### config.mk
export PLATFORM = sky130hd
export DESIGN_NAME = serial_xcvr
export DESIGN_NICKNAME = d
export VERILOG_FILES = /design/src/rtl/serial_xcvr_pkg.sv /design/src/rtl/serial_xcvr_ctrl.sv /design/src/rtl/serial_xcvr_dp.sv /design/src/rtl/serial_xcvr.sv
export SDC_FILE = /design/constraint.sdc
export NUM_CORES = 1
export LEC_CHECK = 0
export ABC_AREA = 1
export BUFFER_PORTS_ARGS = -buffer_cell sky130_fd_sc_hd__buf_2
export CORE_MARGIN = 1.5
export CORE_UTILIZATION = 40
export CTS_CLUSTER_DIAMETER = 50
export DETAILED_ROUTE_END_ITERATION = 16
export MAX_ROUTING_LAYER = met4
export SLEW_MARGIN = 0
export SYNTH_ARGS = -nofsm -noshare
export SYNTH_HDL_FRONTEND = slang
export SYNTH_SLANG_ARGS = --single-unit
### constraint.sdc
create_clock -name clk -period 3.2 [get_ports clk]
set_input_delay 0.8 -clock clk [delete_from_list [all_inputs] [get_ports clk]]
set_output_delay 0.8 -clock clk [all_outputs]
set_load 0.1 [all_outputs]
### src/rtl/serial_xcvr_pkg.sv
package serial_xcvr_pkg;

  localparam int MAX_BITS = 8;   // widest character
  localparam int OS_RATE  = 16;  // ticks per bit

  typedef struct packed {
    logic [1:0] stopSel;
    logic [1:0] parSel;
    logic [1:0] lenSel;
  } frameMode_t;

  typedef enum logic [1:0] {SEL_START, SEL_DATA, SEL_PAR, SEL_STOP} txSel_e;

  typedef enum logic [2:0] {ST_IDLE, ST_START, ST_DATA, ST_PAR, ST_STOP} lineState_e;

  typedef struct packed {
    logic   txLoad;
    logic   txStep;
    txSel_e txSel;
    logic   rxSample;
    logic   rxIsPar;
    logic   rxFinish;
  } strobes_t;

  function automatic logic [3:0] dataBits(frameMode_t m);
    return 4'd5 + {2'b00, m.lenSel};
  endfunction

  function automatic logic parOn(frameMode_t m);
    return (m.parSel == 2'b01) || (m.parSel == 2'b10);
  endfunction

  // last tick index of the stop period: 1, 1.5 or 2 bits
  function automatic logic [4:0] stopLast(frameMode_t m);
    case (m.stopSel)
      2'b00:   return 5'(OS_RATE - 1);
      2'b01:   return 5'(OS_RATE + OS_RATE / 2 - 1);
      default: return 5'(2 * OS_RATE - 1);
    endcase
  endfunction

  function automatic logic parBit(logic [MAX_BITS-1:0] d, frameMode_t m);
    logic [MAX_BITS-1:0] mask;
    mask = {MAX_BITS{1'b1}} >> (4'(MAX_BITS) - dataBits(m));
    return (^(d & mask)) ^ (m.parSel == 2'b10);
  endfunction

endpackage

### src/rtl/serial_xcvr_ctrl.sv
module serial_xcvr_ctrl
  import serial_xcvr_pkg::*;
#(
  parameter int DIV_W = 16
) (
  input  logic             clk,
  input  logic             rstN,
  input  logic [DIV_W-1:0] divisor,
  input  logic             modeWr,
  input  frameMode_t       modeReq,
  input  logic             rxIn,
  input  logic             holdFull,
  output frameMode_t       mode,
  output logic             rxSync,
  output strobes_t         stb,
  output logic             txEmpty
);

  localparam logic [3:0] RX_MID  = 4'(OS_RATE / 2 - 1);
  localparam logic [3:0] RX_LAST = 4'(OS_RATE - 1);

  logic [DIV_W-1:0] divCnt;
  logic             tick;
  logic [1:0]       rxPipe;

  lineState_e txState, txNext, rxState, rxNext;
  logic [4:0] txCnt, txCntNext, txLast;
  logic [2:0] txBit, txBitNext, rxBit, rxBitNext;
  logic [3:0] rxCnt, rxCntNext, lastBit;
  logic       load, step, sample, isPar, finish;
  txSel_e     sel;

  assign tick    = (divCnt >= divisor);
  assign rxSync  = rxPipe[1];
  assign txEmpty = (txState == ST_IDLE) && !holdFull;
  assign lastBit = dataBits(mode) - 4'd1;
  assign txLast  = (txState == ST_STOP) ? stopLast(mode) : 5'(OS_RATE - 1);

  always_ff @(posedge clk or negedge rstN) begin
    if (!rstN) begin
      divCnt  <= '0;
      rxPipe  <= 2'b11;
      mode    <= '{stopSel: 2'b00, parSel: 2'b00, lenSel: 2'b11};
      txState <= ST_IDLE;
      txCnt   <= '0;
      txBit   <= '0;
      rxState <= ST_IDLE;
      rxCnt   <= '0;
      rxBit   <= '0;
    end else begin
      divCnt  <= tick ? '0 : divCnt + 1'b1;
      rxPipe  <= {rxPipe[0], rxIn};
      if (modeWr && txEmpty) mode <= modeReq;
      txState <= txNext;
      txCnt   <= txCntNext;
      txBit   <= txBitNext;
      rxState <= rxNext;
      rxCnt   <= rxCntNext;
      rxBit   <= rxBitNext;
    end
  end

  // transmit sequencing
  always_comb begin
    txNext    = txState;
    txCntNext = txCnt;
    txBitNext = txBit;
    load      = 1'b0;
    step      = 1'b0;
    sel       = SEL_STOP;
    if (tick) begin
      if (txState == ST_IDLE) begin
        if (holdFull) begin
          load = 1'b1; step = 1'b1; sel = SEL_START;
          txNext = ST_START; txCntNext = '0;
        end
      end else if (txCnt != txLast) begin
        txCntNext = txCnt + 5'd1;
      end else begin
        txCntNext = '0;
        case (txState)
          ST_START: begin
            step = 1'b1; sel = SEL_DATA; txNext = ST_DATA; txBitNext = '0;
          end
          ST_DATA: begin
            step = 1'b1;
            if ({1'b0, txBit} == lastBit) begin
              if (parOn(mode)) begin sel = SEL_PAR;  txNext = ST_PAR;  end
              else             begin sel = SEL_STOP; txNext = ST_STOP; end
            end else begin
              sel = SEL_DATA; txBitNext = txBit + 3'd1;
            end
          end
          ST_PAR: begin
            step = 1'b1; sel = SEL_STOP; txNext = ST_STOP;
          end
          default: begin
            if (holdFull) begin
              load = 1'b1; step = 1'b1; sel = SEL_START; txNext = ST_START;
            end else begin
              txNext = ST_IDLE;
            end
          end
        endcase
      end
    end
  end

  // receive sequencing, centre sampling
  always_comb begin
    rxNext    = rxState;
    rxCntNext = rxCnt;
    rxBitNext = rxBit;
    sample    = 1'b0;
    isPar     = 1'b0;
    finish    = 1'b0;
    if (tick) begin
      case (rxState)
        ST_IDLE: if (!rxSync) begin rxNext = ST_START; rxCntNext = '0; end
        ST_START: begin
          if (rxCnt != RX_MID) rxCntNext = rxCnt + 4'd1;
          else begin
            rxCntNext = '0; rxBitNext = '0;
            rxNext = rxSync ? ST_IDLE : ST_DATA;
          end
        end
        default: begin
          if (rxCnt != RX_LAST) rxCntNext = rxCnt + 4'd1;
          else begin
            rxCntNext = '0;
            case (rxState)
              ST_DATA: begin
                sample = 1'b1;
                if ({1'b0, rxBit} == lastBit) rxNext = parOn(mode) ? ST_PAR : ST_STOP;
                else rxBitNext = rxBit + 3'd1;
              end
              ST_PAR: begin sample = 1'b1; isPar = 1'b1; rxNext = ST_STOP; end
              default: begin finish = 1'b1; rxNext = ST_IDLE; end
            endcase
          end
        end
      endcase
    end
  end

  assign stb = '{txLoad: load, txStep: step, txSel: sel,
                 rxSample: sample, rxIsPar: isPar, rxFinish: finish};


  mode_lock_chk: assert property (@(posedge clk) disable iff (!rstN)
    modeWr && !txEmpty |=> $stable(mode));

endmodule

### src/rtl/serial_xcvr_dp.sv
module serial_xcvr_dp
  import serial_xcvr_pkg::*;
(
  input  logic                clk,
  input  logic                rstN,
  input  strobes_t            stb,
  input  frameMode_t          mode,
  input  logic                rxSync,
  input  logic                txWr,
  input  logic [MAX_BITS-1:0] txData,
  input  logic                rxRd,
  output logic                holdFull,
  output logic                txOut,
  output logic [MAX_BITS-1:0] rxData,
  output logic                rxReady,
  output logic                parityErr,
  output logic                frameErr,
  output logic                overrunErr
);

  logic [MAX_BITS-1:0] holdReg, shTx, rxSh, rxWord;
  logic                txParBit, rxParBit;

  assign rxWord = rxSh >> (4'(MAX_BITS) - dataBits(mode));

  always_ff @(posedge clk or negedge rstN) begin
    if (!rstN) begin
      holdReg  <= '0;
      holdFull <= 1'b0;
      shTx     <= '0;
      txParBit <= 1'b0;
      txOut    <= 1'b1;
    end else begin
      if (stb.txLoad) begin
        holdFull <= 1'b0;
        shTx     <= holdReg;
        txParBit <= parBit(holdReg, mode);
      end
      if (txWr && !holdFull) begin
        holdReg  <= txData;
        holdFull <= 1'b1;
      end
      if (stb.txStep) begin
        case (stb.txSel)
          SEL_START: txOut <= 1'b0;
          SEL_DATA:  begin txOut <= shTx[0]; shTx <= shTx >> 1; end
          SEL_PAR:   txOut <= txParBit;
          default:   txOut <= 1'b1;
        endcase
      end
    end
  end

  always_ff @(posedge clk or negedge rstN) begin
    if (!rstN) begin
      rxSh       <= '0;
      rxParBit   <= 1'b0;
      rxData     <= '0;
      rxReady    <= 1'b0;
      parityErr  <= 1'b0;
      frameErr   <= 1'b0;
      overrunErr <= 1'b0;
    end else begin
      if (stb.rxSample) begin
        if (stb.rxIsPar) rxParBit <= rxSync;
        else             rxSh     <= {rxSync, rxSh[MAX_BITS-1:1]};
      end
      if (stb.rxFinish) begin
        rxData     <= rxWord;
        rxReady    <= 1'b1;
        frameErr   <= !rxSync;
        parityErr  <= parOn(mode) && (rxParBit != parBit(rxWord, mode));
        overrunErr <= rxReady && !rxRd;
      end else if (rxRd) begin
        rxReady <= 1'b0;
      end
    end
  end


  full_write_chk: assert property (@(posedge clk) disable iff (!rstN)
    txWr && holdFull |=> $stable(holdReg));


  rd_clear_chk: assert property (@(posedge clk) disable iff (!rstN)
    rxRd && !stb.rxFinish |=> !rxReady);


  err_hold_chk: assert property (@(posedge clk) disable iff (!rstN)
    !stb.rxFinish |=> $stable(frameErr));

endmodule

### src/rtl/serial_xcvr.sv
module serial_xcvr
  import serial_xcvr_pkg::*;
#(
  parameter int DIV_W = 16
) (
  input  logic             clk,
  input  logic             rstN,
  input  logic [DIV_W-1:0] divisor,
  input  logic             modeWr,
  input  logic [5:0]       modeIn,
  input  logic             txWr,
  input  logic [7:0]       txData,
  input  logic             rxRd,
  input  logic             rxIn,
  output logic             txOut,
  output logic             txReady,
  output logic             txEmpty,
  output logic [7:0]       rxData,
  output logic             rxReady,
  output logic             parityErr,
  output logic             frameErr,
  output logic             overrunErr
);

  frameMode_t modeReq, mode;
  strobes_t   stb;
  logic       holdFull, rxSync;

  assign modeReq = modeIn;
  assign txReady = !holdFull;

  serial_xcvr_ctrl #(.DIV_W(DIV_W)) u_ctrl (
    .clk(clk), .rstN(rstN), .divisor(divisor), .modeWr(modeWr),
    .modeReq(modeReq), .rxIn(rxIn), .holdFull(holdFull), .mode(mode),
    .rxSync(rxSync), .stb(stb), .txEmpty(txEmpty)
  );

  serial_xcvr_dp u_dp (
    .clk(clk), .rstN(rstN), .stb(stb), .mode(mode), .rxSync(rxSync),
    .txWr(txWr), .txData(txData), .rxRd(rxRd), .holdFull(holdFull),
    .txOut(txOut), .rxData(rxData), .rxReady(rxReady),
    .parityErr(parityErr), .frameErr(frameErr), .overrunErr(overrunErr)
  );


  empty_idle_chk: assert property (@(posedge clk) disable iff (!rstN)
    txEmpty |-> txOut);


  start_busy_chk: assert property (@(posedge clk) disable iff (!rstN)
    $fell(txOut) |-> !txEmpty);

endmodule

==> flow_metrics.env, run 1 <==
export IMPL_run_status="finished clean"
export IMPL_routed_wirelength_um=10700
export IMPL_required_ns=2.40
export IMPL_hpwl_um=8020
export IMPL_relSlewSlack=0.555
export IMPL_rows=40
export IMPL_clk_pin_slew_ns=0.06
export IMPL_p_leak_nw=2.98
export IMPL_grt_overflow=0
export IMPL_worst_slew_pin_slew_ns=0.668
export IMPL_grt_pass1_wl_um=18300
export IMPL_synth_xor_area_frac=0.0296
export IMPL_cts_resized=0
export IMPL_yosys_area_top_type="dfrtp_1"
export IMPL_synthMuxAreaShare=0.0179
export IMPL_synth_simple_area_share=0.293
export IMPL_use_met3=0.0311
export IMPL_worst_ep_arrival_time_ns=1.76
export IMPL_cts_tree="done"
export IMPL_cts_inserted_buffers=9
export IMPL_layout_setup_ws_ns=0.636
export IMPL_drtIter0Drc=249
export IMPL_vias=4220
export IMPL_worstSkewPairLatency_ns=0.34
export IMPL_power_density_mw_per_mm2=818
export IMPL_grt_max_degree=51
export IMPL_synth_seq_cells=85
export IMPL_fill_cells=1228
export IMPL_io_pins=51
export IMPL_yosys_cell_types_count=37
export IMPL_ys_warn_count=0
export IMPL_syn_to_final_growth_pct=14.6
export IMPL_grt_usage=0.180
export IMPL_use_met2=0.277
export IMPL_holdCritPathClass="flip-flop to flip-flop"
export IMPL_die_w_um=115
export IMPL_tns_ns=0
export IMPL_drive_gt1_frac=0.165
export IMPL_cts_setup_buffers=0
export IMPL_dp_cells=870
export IMPL_drv_slew=0
export IMPL_clock_fmax_mhz=390
export IMPL_crit_fanout=7
export IMPL_syn_inst=657
export IMPL_port_buffers=50
export IMPL_mostFrequentLayoutCell="nand2_1"
export IMPL_fin_crit_ns=2.56
export IMPL_synth_top_cell_area_share=0.399
export IMPL_setup_viol_count_final=0
export IMPL_multiInputGateArea_mm2=0.00248
export IMPL_die_area_mm2=0.0132
export IMPL_final_cell_mix="nand2_1 (210), dfrtp_1 (80), inv_1 (77), buf_2 (49), nor2_1 (45)"
export IMPL_gp_congestion=0.867
export IMPL_rsz0062_at_grt="no"
export IMPL_clock_path_buffers=2
export IMPL_drc_errors=0
export IMPL_synth_area_mm2=0.00502
export IMPL_core_mm2=0.0121
export IMPL_pre_cts_ws_ns=0.451
export IMPL_drtAntennaViolNets=0
export IMPL_cp_start_kind="flip-flop"
export IMPL_finalNetCount=773
export IMPL_drv_cap=0
export IMPL_syn_area_per_cell_um2=7.65
export IMPL_drtPass1Iterations=5
export IMPL_dieHeight_um=115
export IMPL_wire_per_inst_um=12.1
export IMPL_grt_pass1_vias=4013
export IMPL_numClockSinks=85
export IMPL_synthTopCellsByArea="dfrtp_1 (40%), nand2_1 (16%), ha_1 (6.0%), inv_1 (5.8%), nor2_1 (3.4%)"
export IMPL_finalNonFillerCells=885
export IMPL_grt_use_met1=0.238
export IMPL_finalClockSkew_ns=0.00725
export IMPL_start_util=0.415
export IMPL_p_total_w=0.00471
export IMPL_grt_busiest_layer="met2"
export IMPL_htreeDepth=3
export IMPL_avgViaCountPerCell=4.77
export IMPL_seqCellArea_mm2=0.00213
export IMPL_crit_path_end_kind="primary output"
export IMPL_synthAdderAreaFrac=0.0598
export IMPL_ys_seq_area_frac=0.425
export IMPL_synth_top_family_by_area="simple AND/OR/NAND/NOR gates"
export IMPL_synth_compound_area_share=0.0927
export IMPL_clockRootBuffer="clkbuf_16"
export IMPL_antenna_found_initial=0
export IMPL_finalCritPeriodShare=0.801
export IMPL_synth_nets=717
export IMPL_ir_worst_vdd_mv=0.539
export IMPL_postCtsHoldBufs=0
export IMPL_final_hold_viol_count=0
export IMPL_diodes=0
export IMPL_worstSetupPathType="flip-flop to primary output"
layer usage:
layer,wire length (µm),part of all wire
met1,5320,0.50
met5,0,0
met2,4970,0.46
met3,327,0.030
met4,125,0.012
per-stage QoR:
stage	utilization	area [µm²]	hold slack, ns
after detailed placement	0.452	5480	0.364
after floorplan	-	5020	0.345
final	0.475	5760	0.360
after CTS	0.475	5760	0.367
after global placement	0.452	5480	0.364
after global routing	0.475	5760	0.366
kinds of logic (layout without fill, tap and decap cells):
family	Yosys count	in the layout
and+or+nand+nor	338	338
buffers and inverters	100	160
AOI/OAI and AO/OA	85	85
DFF	85	85
adders and majority gates	24	24
xor gates and xnor gates	17	17
muxes	8	8
cell usage after synthesis:
| cell type | n |
|---|---|
| a21o_1 | 2 |
| a21oi_1 | 19 |
| a21oi_2 | 2 |
| a31oi_1 | 2 |
| a32o_1 | 2 |
| buf_2 | 10 |
| buf_4 | 2 |
| buf_6 | 1 |
| clkbuf_8 | 1 |
| dfrtp_1 | 80 |
| dfstp_2 | 5 |
| ha_1 | 24 |
| inv_1 | 77 |
| inv_2 | 9 |
| mux2_2 | 8 |
| nand2_1 | 210 |
| nand2_2 | 10 |
| nand3_1 | 29 |
| nand3_2 | 4 |
| nand3_4 | 1 |
| nand4_1 | 15 |
| nor2_1 | 45 |
| nor2_2 | 2 |
| nor2_4 | 1 |
| nor3_1 | 9 |
| nor3_2 | 1 |
| nor3b_1 | 7 |
| nor4_1 | 2 |
| o211ai_1 | 1 |
| o21ai_0 | 23 |
| o21ai_1 | 32 |
| o21ai_4 | 1 |
| o22ai_1 | 1 |
| or2_1 | 1 |
| or2_2 | 1 |
| xnor2_1 | 9 |
| xor2_1 | 8 |
registers in the layout, summed over array words and instances, names as in the netlist, 2 cells and up:
signal	cells
u_dp.rxData	8
u_ctrl.txBit	3
u_ctrl.txState	3
u_ctrl.rxState	3
u_dp.shTx	8
u_ctrl.rxBit	3
u_ctrl.divCnt	16
u_ctrl.rxPipe	2
u_ctrl.txCnt	5
u_ctrl.mode	6
u_dp.holdReg	8
u_dp.rxSh	8
u_ctrl.rxCnt	4
layout make-up:
class	count	share of cell area
Multi-Input combinational cell	472	0.430
Clock inverter	5	0.00913
Clock buffer	10	0.0398
Inverter	86	0.0561
Tap cell	168	0.0365
Sequential cell	85	0.370
Timing Repair Buffer	59	0.0578
final timing paths:
| kind | start | end | slack [ns] | cells after the start |
|---|---|---|---|---|
| max | u_ctrl.txState[0]$_DFFE_PN0P_ | txEmpty | 0.64 | 4 |
| min | u_ctrl.rxPipe[0]$_DFF_PN1_ | u_ctrl.rxPipe[1]$_DFF_PN1_ | 0.36 | 0 |
| max reg2reg | u_ctrl.mode[1]$_DFFE_PN1P_ | u_ctrl.txBit[0]$_DFFE_PN0P_ | 0.78 | 14 |
| min reg2reg | u_ctrl.rxPipe[0]$_DFF_PN1_ | u_ctrl.rxPipe[1]$_DFF_PN1_ | 0.36 | 0 |
| max in group asynchronous | rstN | u_ctrl.rxPipe[1]$_DFF_PN1_ | 2.02 | 2 |
| min in group asynchronous | rstN | u_dp.rxSh[0]$_DFFE_PN0P_ | 0.50 | 1 |
critical path, stage by stage (launching register included):
cell and delay [ns]:
dfrtp_1 0.47, nor2_4 0.17, nand2_2 0.14, nor2_1 0.18
buf_2 0.46
power by group:
group	leakage, nW	internal (W)	switching [W]	total (W)
registers	1.08	0.00138	0.000268	0.00165
logic	1.76	0.000765	0.00127	0.00204
clock network	0.138	0.000597	0.000426	0.00102
Note: power is estimated with default switching activity, not from simulation.
==> inputs of run 2 (changes only) <==
==> constraint.sdc (replaced) <==
create_clock -name clk -period 2.4 [get_ports clk]
set_input_delay 0.6 -clock clk [delete_from_list [all_inputs] [get_ports clk]]
set_output_delay 0.6 -clock clk [all_outputs]
set_load 0.1 [all_outputs]
==> run 2 against run 1 <==
Register-to-register slack got worse by 0.55 ns. Power rose by 38%. Flip-flop and latch count did not move. Utilization rose by 1.1 points. Worst hold slack got worse by 0.075 ns. Die area did not move. Critical path depth did not move. Global-route usage rose by 0.71 points. Sequential power rose by 33%. Worst setup slack got worse by 0.49 ns. Largest cell class unchanged. Highest routed layer unchanged.
==> flow_metrics.env, run 2 (synthesized netlist as in run 1, its figures left out) <==
export IMPL_setup_viol_count_final=0
export IMPL_wire_per_inst_um=12.0
export IMPL_port_buffers=50
export IMPL_grt_max_degree=86
export IMPL_drtIter0Drc=248
export IMPL_layout_setup_ws_ns=0.145
export IMPL_holdCritPathClass="primary input to async pin"
export IMPL_largest_register="u_ctrl.divCnt"
export IMPL_pre_cts_ws_ns=-0.0364
export IMPL_worstSetupPathType="flip-flop to primary output"
export IMPL_crit_path_end_kind="primary output"
export IMPL_rsz0062_at_grt="no"
export IMPL_core_mm2=0.0121
export IMPL_numClockSinks=85
export IMPL_dieHeight_um=115
export IMPL_dr_max_layer_used="met4"
export IMPL_finalClockSkew_ns=0.00783
export IMPL_worst_ep_arrival_time_ns=1.66
export IMPL_wl_met3_um=446
export IMPL_m1WireLength_um=5270
export IMPL_multiInputGateArea_mm2=0.00251
export IMPL_largest_register_ffs=16
export IMPL_p_total_w=0.00649
export IMPL_reg2reg_depth=10
export IMPL_seqCellArea_mm2=0.00213
export IMPL_final_hold_viol_count=0
export IMPL_grt_overflow=0
export IMPL_finalCritPeriodShare=0.940
export IMPL_relSlewSlack=0.669
export IMPL_grt_pass1_wl_um=18800
export IMPL_drive_gt1_frac=0.185
export IMPL_clock_path_buffers=2
export IMPL_clock_fmax_mhz=443
export IMPL_required_ns=1.80
export IMPL_worst_slew_pin_slew_ns=0.499
export IMPL_drv_cap=0
export IMPL_p_leak_nw=3.02
export IMPL_cts_tree="done"
export IMPL_final_cell_mix="nand2_1 (207), dfrtp_1 (80), inv_1 (77), buf_2 (48), nor2_1 (43)"
export IMPL_diodes=0
export IMPL_drc_errors=0
export IMPL_htreeDepth=3
export IMPL_crit_buf_inv=1
export IMPL_routed_wirelength_um=10800
export IMPL_fill_cells=1181
export IMPL_crit_path_cell_trace="nor2_4, nand2_2, nor2_2, clkbuf_4"
export IMPL_avgViaCountPerCell=4.81
export IMPL_crit_slowest_cell="dfrtp_1"
export IMPL_antenna_found_initial=0
export IMPL_drv_slew=0
export IMPL_grt_usage=0.187
export IMPL_die_w_um=115
export IMPL_fin_crit_ns=2.26
export IMPL_clk_pin_slew_ns=0.06
export IMPL_cts_inserted_buffers=9
export IMPL_run_status="finished clean"
export IMPL_met2_length_um=4870
export IMPL_worstSkewPairLatency_ns=0.35
export IMPL_start_util=0.415
export IMPL_cp_num_cells=4
export IMPL_power_density_mw_per_mm2=1100
export IMPL_die_area_mm2=0.0132
export IMPL_grt_pass1_vias=4156
export IMPL_mostFrequentLayoutCell="nand2_1"
export IMPL_ir_worst_vdd_mv=0.724
export IMPL_postCtsHoldBufs=0
export IMPL_rows=40
export IMPL_drtPass1Iterations=4
export IMPL_clockRootBuffer="clkbuf_16"
export IMPL_finalNetCount=781
export IMPL_max_stage_delay_ns=0.47
export IMPL_drtAntennaViolNets=0
export IMPL_gp_congestion=0.877
export IMPL_crit_fanout=7
export IMPL_critPathTopFamily="simple AND/OR/NAND/NOR gates"
export IMPL_hpwl_um=7940
export IMPL_syn_to_final_growth_pct=17.3
export IMPL_vias=4298
export IMPL_cp_start_kind="flip-flop"
export IMPL_io_pins=51
==> run 2: per-stage QoR <==
step / std cells / util / setup TNS (ns) / area (µm²) / hold slack (ns)
finish: 894 / 0.486 / 0 / 5890 / 0.286
global route: 894 / 0.486 / 0 / 5890 / 0.328
CTS: 894 / 0.483 / 0 / 5850 / 0.309
detailed placement: 878 / 0.458 / -0.105 / 5550 / 0.366
global placement: 878 / 0.458 / 0 / 5550 / 0.366
floorplan: 657 / - / 0 / 5030 / 0.304
==> run 2: final timing paths <==
check,end,from,slack (ns)
min in group clk,u_ctrl.rxPipe[0]$_DFF_PN1_,rxIn,0.34
hold / removal,u_dp.holdReg[4]$_DFFE_PN0P_,rstN,0.29
setup / recovery,txEmpty,u_ctrl.txState[0]$_DFFE_PN0P_,0.14
setup reg to reg,u_dp.txOut$_DFFE_PN1P_,u_ctrl.divCnt[11]$_DFF_PN0_,0.23
hold reg to reg,u_ctrl.rxPipe[1]$_DFF_PN1_,u_ctrl.rxPipe[0]$_DFF_PN1_,0.37
max in group asynchronous,u_ctrl.rxPipe[1]$_DFF_PN1_,rstN,1.74
==> run 2: worst reg2reg max path, cell delays in order, from the launching register on <==
cell	delay, ns
dfrtp_1	0.44
ha_1	0.34
nand4_1	0.12
nor3_2	0.17
nand3_1	0.16
nand3_4	0.20
nand2_1	0.19
nor3_1	0.27
nand2_1	0.09
nand2_1	0.07
nand2_1	0.05
==> run 2: layout make-up <==
type,count,share of cell area
multi-input cells,472,0.427
flip-flops and latches,85,0.362
repair buffers,67,0.0692
inverters,86,0.0552
clock buffers,9,0.0382
well taps,168,0.0357
clock inverters,7,0.0130
==> run 2: metal layers <==
metal | vias up | track usage
li1 | 2238 | -
met1 | 1976 | 0.240
met2 | 72 | 0.294
met3 | 12 | 0.0395
met4 | 0 | 0.0658
met5 | - | -
==> run 2: power breakdown <==
part | switching (W) | leakage [nW] | internal, W
clock | 0.000609 | 0.142 | 0.000809
combinational | 0.00175 | 1.81 | 0.00112
sequential | 0.000353 | 1.08 | 0.00184
==> run 2: timing repair <==
| item | CTS | global route |
|---|---|---|
| resized for setup | 0 | 9 |
| endpoints found under the setup margin | 0 | 20 |
| hold endpoints to repair | 0 | 0 |
| setup buffers | 0 | 0 |
